$ cat config.mk
export PLATFORM = sky130hd
export DESIGN_NAME = core_evt_router
export DESIGN_NICKNAME = d
export VERILOG_FILES = /design/src/rtl/core_evt_pkg.sv /design/src/rtl/cer_sync.sv /design/src/rtl/cer_capture.sv /design/src/rtl/cer_decode.sv /design/src/rtl/cer_out_bank.sv /design/src/rtl/core_evt_router.sv
export SDC_FILE = /design/constraint.sdc
export NUM_CORES = 1
export LEC_CHECK = 0
export BUFFER_PORTS_ARGS = -buffer_cell sky130_fd_sc_hd__buf_4
export CAP_MARGIN = 20
export CORE_ASPECT_RATIO = 1.5
export CORE_UTILIZATION = 44
export CTS_CLUSTER_DIAMETER = 150
export DETAILED_ROUTE_END_ITERATION = 8
export PLACE_DENSITY = 0.64
export SETUP_SLACK_MARGIN = 0.1
export SLEW_MARGIN = 20
export SYNTH_ARGS = -nofsm -noshare
export SYNTH_HDL_FRONTEND = slang
export SYNTH_SLANG_ARGS = --single-unit
$ cat constraint.sdc
create_clock -name clk_i -period 1.26 [get_ports clk_i]
set_input_delay 0.252 -clock clk_i [delete_from_list [all_inputs] [get_ports clk_i]]
set_output_delay 0.252 -clock clk_i [all_outputs]
set_load 0.05 [all_outputs]
$ cat src/rtl/core_evt_pkg.sv
package core_evt_pkg;

  typedef enum logic [1:0] {
    CMD_IDLE     = 2'd0,
    CMD_HOLD_RST = 2'd1,
    CMD_FIRE_NMI = 2'd2,
    CMD_RELEASE  = 2'd3
  } core_cmd_e;

endpackage

$ cat src/rtl/cer_sync.sv
module cer_sync #(
  parameter int unsigned W      = 1,
  parameter int unsigned STAGES = 2,
  parameter logic [W-1:0] RST_VAL = '0
) (
  input  logic         clk_i,
  input  logic         rst_ni,
  input  logic [W-1:0] d_i,
  output logic [W-1:0] q_o
);

  logic [W-1:0] stg_q [STAGES];

  always_ff @(posedge clk_i or negedge rst_ni) begin
    if (!rst_ni) begin
      for (int s = 0; s < STAGES; s++) stg_q[s] <= RST_VAL;
    end else begin
      stg_q[0] <= d_i;
      for (int s = 1; s < STAGES; s++) stg_q[s] <= stg_q[s-1];
    end
  end

  assign q_o = stg_q[STAGES-1];

endmodule

$ cat src/rtl/cer_capture.sv
module cer_capture #(
  parameter int unsigned SEL_W = 3
) (
  input  logic             clk_i,
  input  logic             rst_ni,
  input  logic             stb_n_i,
  input  logic [SEL_W-1:0] sel_i,
  input  logic             rst_req_n_i,
  input  logic             nmi_req_n_i,
  output logic             vld_o,
  output logic [SEL_W-1:0] sel_o,
  output logic             rst_req_n_o,
  output logic             nmi_req_n_o
);

  logic stb_n_q;
  logic fall;

  assign fall = stb_n_q & ~stb_n_i;

  always_ff @(posedge clk_i or negedge rst_ni) begin
    if (!rst_ni) begin
      stb_n_q     <= 1'b1;
      vld_o       <= 1'b0;
      sel_o       <= '0;
      rst_req_n_o <= 1'b1;
      nmi_req_n_o <= 1'b1;
    end else begin
      stb_n_q <= stb_n_i;
      vld_o   <= fall;
      if (fall) begin
        sel_o       <= sel_i;
        rst_req_n_o <= rst_req_n_i;
        nmi_req_n_o <= nmi_req_n_i;
      end
    end
  end

  AST_CAP_ONE_SHOT: assert property (@(posedge clk_i) disable iff (!rst_ni)
    vld_o |=> !vld_o);

endmodule

$ cat src/rtl/cer_decode.sv
module cer_decode
  import core_evt_pkg::*;
#(
  parameter int unsigned NUM_CORES = 4,
  parameter int unsigned SEL_W     = 3
) (
  input  logic                 vld_i,
  input  logic [SEL_W-1:0]     sel_i,
  input  logic                 rst_req_n_i,
  input  logic                 nmi_req_n_i,
  output logic [NUM_CORES-1:0] hit_o,
  output core_cmd_e            cmd_o
);

  localparam int unsigned LO_W = SEL_W - 1;

  logic bcast;
  assign bcast = sel_i[SEL_W-1];

  for (genvar i = 0; i < NUM_CORES; i++) begin : g_hit
    assign hit_o[i] = vld_i & (bcast | (sel_i[LO_W-1:0] == LO_W'(i)));
  end

  // reset request outranks interrupt request
  always_comb begin
    if (!vld_i)            cmd_o = CMD_IDLE;
    else if (!rst_req_n_i) cmd_o = CMD_HOLD_RST;
    else if (!nmi_req_n_i) cmd_o = CMD_FIRE_NMI;
    else                   cmd_o = CMD_RELEASE;
  end

  always_comb begin
    if (vld_i && !bcast) begin
      AST_SINGLE_TARGET: assert ($onehot0(hit_o));
    end
  end

endmodule

$ cat src/rtl/cer_out_bank.sv
module cer_out_bank
  import core_evt_pkg::*;
#(
  parameter int unsigned NUM_CORES = 4
) (
  input  logic                 clk_i,
  input  logic                 rst_ni,
  input  logic                 vld_i,
  input  logic [NUM_CORES-1:0] hit_i,
  input  core_cmd_e            cmd_i,
  output logic [NUM_CORES-1:0] rst_lvl_o,
  output logic [NUM_CORES-1:0] nmi_pls_o
);

  for (genvar i = 0; i < NUM_CORES; i++) begin : g_core
    always_ff @(posedge clk_i or negedge rst_ni) begin
      if (!rst_ni) begin
        rst_lvl_o[i] <= 1'b0;
        nmi_pls_o[i] <= 1'b0;
      end else begin
        nmi_pls_o[i] <= 1'b0;
        if (hit_i[i]) begin
          unique case (cmd_i)
            CMD_HOLD_RST: rst_lvl_o[i] <= 1'b1;
            CMD_RELEASE:  rst_lvl_o[i] <= 1'b0;
            CMD_FIRE_NMI: nmi_pls_o[i] <= 1'b1;
            default: ;
          endcase
        end
      end
    end

    AST_NMI_PULSE: assert property (@(posedge clk_i) disable iff (!rst_ni)
      nmi_pls_o[i] |=> !nmi_pls_o[i]);
    AST_RST_RISE_QUIET: assert property (@(posedge clk_i) disable iff (!rst_ni)
      $rose(rst_lvl_o[i]) |-> !nmi_pls_o[i]);
    AST_RST_FALL_QUIET: assert property (@(posedge clk_i) disable iff (!rst_ni)
      $fell(rst_lvl_o[i]) |-> !nmi_pls_o[i]);
  end

  AST_RST_HELD: assert property (@(posedge clk_i) disable iff (!rst_ni)
    !vld_i |=> $stable(rst_lvl_o));

endmodule

$ cat src/rtl/core_evt_router.sv
module core_evt_router
  import core_evt_pkg::*;
#(
  parameter int unsigned NUM_CORES   = 4,
  parameter int unsigned SEL_W       = 3,
  parameter int unsigned SYNC_STAGES = 2
) (
  input  logic                 clk_i,
  input  logic                 rst_ni,
  input  logic [SEL_W-1:0]     pin_sel_i,
  input  logic                 pin_rst_ni,
  input  logic                 pin_nmi_ni,
  input  logic                 pin_stb_ni,
  output logic [NUM_CORES-1:0] core_rst_o,
  output logic [NUM_CORES-1:0] core_nmi_o
);

  localparam int unsigned BUS_W = SEL_W + 3;
  localparam logic [BUS_W-1:0] SYNC_RST = {3'b111, {SEL_W{1'b0}}};

  logic [BUS_W-1:0] pin_bus, sync_bus;
  logic [SEL_W-1:0] s_sel, c_sel;
  logic             s_stb_n, s_rst_n, s_nmi_n;
  logic             c_vld, c_rst_n, c_nmi_n;
  logic [NUM_CORES-1:0] hit;
  core_cmd_e        cmd;

  assign pin_bus = {pin_stb_ni, pin_rst_ni, pin_nmi_ni, pin_sel_i};
  assign {s_stb_n, s_rst_n, s_nmi_n, s_sel} = sync_bus;

  cer_sync #(
    .W       (BUS_W),
    .STAGES  (SYNC_STAGES),
    .RST_VAL (SYNC_RST)
  ) u_sync (
    .clk_i  (clk_i),
    .rst_ni (rst_ni),
    .d_i    (pin_bus),
    .q_o    (sync_bus)
  );

  cer_capture #(.SEL_W(SEL_W)) u_cap (
    .clk_i       (clk_i),
    .rst_ni      (rst_ni),
    .stb_n_i     (s_stb_n),
    .sel_i       (s_sel),
    .rst_req_n_i (s_rst_n),
    .nmi_req_n_i (s_nmi_n),
    .vld_o       (c_vld),
    .sel_o       (c_sel),
    .rst_req_n_o (c_rst_n),
    .nmi_req_n_o (c_nmi_n)
  );

  cer_decode #(.NUM_CORES(NUM_CORES), .SEL_W(SEL_W)) u_dec (
    .vld_i       (c_vld),
    .sel_i       (c_sel),
    .rst_req_n_i (c_rst_n),
    .nmi_req_n_i (c_nmi_n),
    .hit_o       (hit),
    .cmd_o       (cmd)
  );

  cer_out_bank #(.NUM_CORES(NUM_CORES)) u_out (
    .clk_i     (clk_i),
    .rst_ni    (rst_ni),
    .vld_i     (c_vld),
    .hit_i     (hit),
    .cmd_i     (cmd),
    .rst_lvl_o (core_rst_o),
    .nmi_pls_o (core_nmi_o)
  );

  AST_IDLE_QUIET: assert property (@(posedge clk_i) disable iff (!rst_ni)
    !c_vld |=> (core_nmi_o == '0));

endmodule

### Word-level counts from Yosys, hierarchy flattened

Cells that the tools add are included.

* eq/ne operators: 6
* mux-type cells: 9
* bitwise logic cells: 10
* reduce and logical (&&, ||, !) cells: 6

Operator list (number)
* $eq A2 B2 Y1 const B: 4
* $reduce_and A2 Y1: 4
* $mux W1: 6
* $and A1 B1 Y1: 5
* $eq A2 B1 Y1 const B: 2
* $mux W2: 2
* $or A1 B1 Y1: 4
* $logic_not A2 Y1: 1
* $pmux W1 S2: 1
* $reduce_bool A2 Y1: 1
* $not A1 Y1: 1

* flip-flop bits (word level): 27
* input bits: 8
* output and inout bits: 8
* word-level logic and storage cells: 46

### Logic depth before layout (Yosys ltp)

* depth in word-level cells: 6
* gate-level depth with buffers: 3
* gate-level depth less buffers: 3

### Hierarchy

A second synthesis with hierarchy kept.

* cell total of the unflattened synthesis: 68
* area total of the unflattened synthesis: 1003.5 sq um

By module, submodules not included
* cer_sync: instances 1, cells each 18, area each 352.8 sq um, seq. area each 307.8 sq um
* cer_out_bank: instances 1, cells each 25, area each 304.0 sq um, seq. area each 200.2 sq um
* cer_capture: instances 1, cells each 14, area each 279.0 sq um, seq. area each 178.9 sq um
* cer_decode: instances 1, cells each 11, area each 67.6 sq um, seq. area each 0.0 sq um

### Worst setup path before layout

Ideal clock, no wire load.

* path type: reg-to-reg
* from: reg u_cap.stb_n_q
* to: reg u_cap.sel_o[0]
* data arrival time: 1.025 ns
* data required time: 1.135 ns
* path slack: 0.110 ns
* cell stages (with the launch flop): 4
* period minus slack after synthesis: 1.150 ns
* cell sequence: dfstp_2 -> nor2b_4 -> buf_6 -> mux2_4

* cells in the longest elaborated chain, start to end: 1

Ends and longest elaborated chain
* start, declared: line cer_capture.sv:16 `logic stb_n_q;`
* start signal, assigned: line cer_capture.sv:29 `stb_n_q <= stb_n_i;`
* $and A1 B1 Y1: line cer_capture.sv:19 `assign fall = stb_n_q & ~stb_n_i;`
* named net u_cap.fall: line cer_capture.sv:17 `logic fall;`
* end signal, assigned: line cer_capture.sv:32 `sel_o <= sel_i;`
* end, declared: line cer_capture.sv:11 `output logic [SEL_W-1:0] sel_o,`

The timed path passes the listed nets, and every way through them passes these cells.
A chain may end at the register's enable or synchronous reset.

### Final worst setup path

* from: reg u_cap.stb_n_q
* to: reg u_cap.sel_o[0]

* cells in the longest elaborated chain, start to end: 1

Ends and longest elaborated chain (line)
* $and A1 B1 Y1: cer_capture.sv:19

No other way between the ends.

==> key figures <==
Timing
  • Final setup vio count: 0
  • Worst setup margin: 0.0366 ns
  • Max-slew violations: 0
  • Worst slew pin tran: 0.317 ns
  • Max frequency: 817 MHz
  • Tcrit/Tclk final: 97.1%
  • Final Hold Viols: 0
  • Fin crit period: 1.22 ns
  • Final Skew: 0.00989 ns
  • Slew margin rel.: 78.9%
  • RSZ-0062 raised after global routing: yes

Route
  • Antenna Violating Nets Remaining: 0
  • Initial DRT Pass Iterations: 3
  • Final WL: 1270 um
  • Drt wl/cell: 12.4 um
  • DRC viols: 0
  • Vias: 499
  • Number of vias per cell: 4.89
  • DR iter-0 viols: 3

GRT
  • Global-route wire length before repair: 2060 um
  • Grt met1 use: 15.2%
  • Most used routing layer: met2
  • Vias in the first global route: 486
  • Met2 usage: 23.1%
  • Largest net degree at the start of global routing: 28
  • Initial antenna violation count: 0
  • Total GRT Usage: 13.7%
  • Total gr overflow: 0
  • Met3 usage: 3.45%

Pwr
  • Overall Power: 1.93 mW
  • VDD IR max: 0.959 mV
  • Leak pwr: 0.538 nW
  • Power Dens Cells: 1660 nW/um^2

Synth
  • Fraction of registers with async set/reset: 100%
  • Netlist cell types: 16
  • Syn avg cell area: 16.5 um^2
  • Biggest area consumer among synthesized cells: dfrtp_1
  • Syn Inst Count: 55
  • Most used DFF post-synth: dfrtp_1
  • Syn. warnings: 0
  • EDFF count, synth: 0
  • Synth Register Bits: 27
  • Synth top area share: 49.7%
  • Synth area leaders: dfrtp_1 50%, dfstp_2 26%, mux2_4 8.3%
  • Syn_nets: 63
  • Seq/Total Area, Yosys: 75.7%
  • Synth top cells by count: 18 x dfrtp_1, 9 x dfstp_2, 6 x nor2_1, 5 x mux2_4
  • Most common cell in the netlist: dfrtp_1
  • Post-Syn Area: 907 um^2

Floorplanning
  • Starting Density: 48.3%
  • Core Footprint: 1880 um^2
  • Die W: 39.1 um
  • Site Rows: 19
  • Die area: 2250 um^2
  • Die Y: 57.6 um
  • Io pins: 16

Clock tree
  • Clk root buf: clkbuf_4
  • Max Root-Sink Buffers: 2
  • Clk Latency, worst-skew pair: 0.31 ns
  • Worst-path clk slew: 0.12 ns
  • H-tree Lvls: 1
  • CTS tree: yes
  • Clk sinks: 27
  • Clock buffer count from CTS: 3

Setup path
  • Startpoint types: flip-flop
  • Crit Path Max Fanout: 6
  • Worst setup EP type: flip-flop
  • Critical Path RT: 1.46 ns
  • Worst reg2reg path depth: 2
  • Critical path class: reg2reg
  • Crit path DAT: 1.43 ns

Finish
  • P&R area growth vs syn: 28.1%
  • # diodes: 0
  • Layout net count: 90
  • Layout cells sized above 1: 48.1%

Min path
  • Hold Path Depth: 1
  • Worst hold-check path type: in2reg

Placement
  • IO Port Bufs: 15
  • Final Wtd Congestion: 0.633
  • Setup Slack @ Placement: 0.0375 ns
  • Final HPWL DP: 891 um

Run status
  • Status: completed

Flow run
  • Max-capacitance violation count: 0
worst max-delay path, stage by stage, from the launching register on:
cell and delay, ns:
dfstp_2 0.54, nor2b_4 0.26, mux2_4 0.33
where the power goes:
part | switching, mW | internal, mW
Sequential | 0.0693 | 0.982
Combinational | 0.295 | 0.240
Clock | 0.228 | 0.119
layout by cell type, fill, tap and decap left out:
| cell type | instances |
|---|---|
| dfstp_2 | 9 |
| buf_4 | 11 |
| dfrtp_1 | 18 |
| o21ba_2 | 1 |
| clkinv_2 | 1 |
| o21ai_1 | 2 |
| nand2b_1 | 1 |
| o2bb2ai_1 | 2 |
| dlygate4sd3_1 | 4 |
| nor2b_4 | 1 |
| a21oi_1 | 1 |
| clkbuf_4 | 3 |
| nor2b_1 | 2 |
| o21ai_0 | 2 |
| nand2_1 | 1 |
| nand3b_1 | 1 |
| mux2_4 | 5 |
| buf_6 | 8 |
| o21bai_1 | 2 |
| nor2_1 | 6 |
registers in the layout (all words and copies together), names as in the netlist:
signal	count
u_sync.q_o	6
u_sync.stg_q	6
u_out.nmi_pls_o	4
u_out.rst_lvl_o	4
u_cap.sel_o	3
u_cap.nmi_req_n_o	1
u_cap.rst_req_n_o	1
u_cap.stb_n_q	1
u_cap.vld_o	1
layout make-up:
type / instances / area, um^2
well taps: 21 / 26.3
multi-input cells: 27 / 209
flip-flops and latches: 27 / 687
fillers: 148 / 716
clock buffers: 3 / 22.5
clock inverters: 1 / 5.00
repair buffers: 23 / 213
repair_timing:
action,in CTS,in global routing
hold buffers,1,3
setup endpoints to repair,9,13
resized for setup,3,5
endpoints found under the hold margin,18,3
buffers inserted,3,1
stage by stage:
step | instance area [um^2] | setup TNS [ns] | utilization [%] | std cells | hold slack [ns]
6_report | 1160 | 0 | 61.9 | 102 | 0.0397
5_1_grt | 1160 | -0.00558 | 61.9 | 102 | 0.00486
4_1_cts | 1110 | 0 | 58.9 | 98 | 0.0108
3_5_place_dp | 1030 | 0 | 55.1 | 90 | 0.173
3_3_place_gp | 1030 | 0 | 55.1 | 90 | 0.172
2_1_floorplan | 907 | 0 | - | 55 | -0.0436
routing by layer:
metal | wire length (um) | part of all wire [%] | up-vias
li1 | - | - | 238
met3 | 44 | 3.5 | 2
met1 | 498 | 39 | 243
met5 | 0 | 0 | -
met2 | 715 | 56 | 16
met4 | 7 | 0.55 | 0
worst paths after layout:
path	startpoint	to	slack (ns)
max reg2reg	u_cap.stb_n_q	u_cap.sel_o[0]	0.04
max in group asynchronous	rst_ni	u_sync.stg_q[11]	0.60
min in group asynchronous	rst_ni	u_out.rst_lvl_o[1]	0.36
min reg2reg	u_sync.stg_q[11]	u_sync.q_o[5]	0.35
min	pin_stb_ni	u_sync.stg_q[11]	0.04
max	u_cap.stb_n_q	u_cap.sel_o[0]	0.04
kinds of logic after synthesis:
| family | synth area share [%] |
|---|---|
| buffers and inverters | 1.24 |
| AO/OA/AOI/OAI | 7.45 |
| multiplexers | 8.28 |
| flip-flops | 75.7 |
| AND/OR/NAND/NOR | 7.31 |
(Power assumes the default switching activity.)
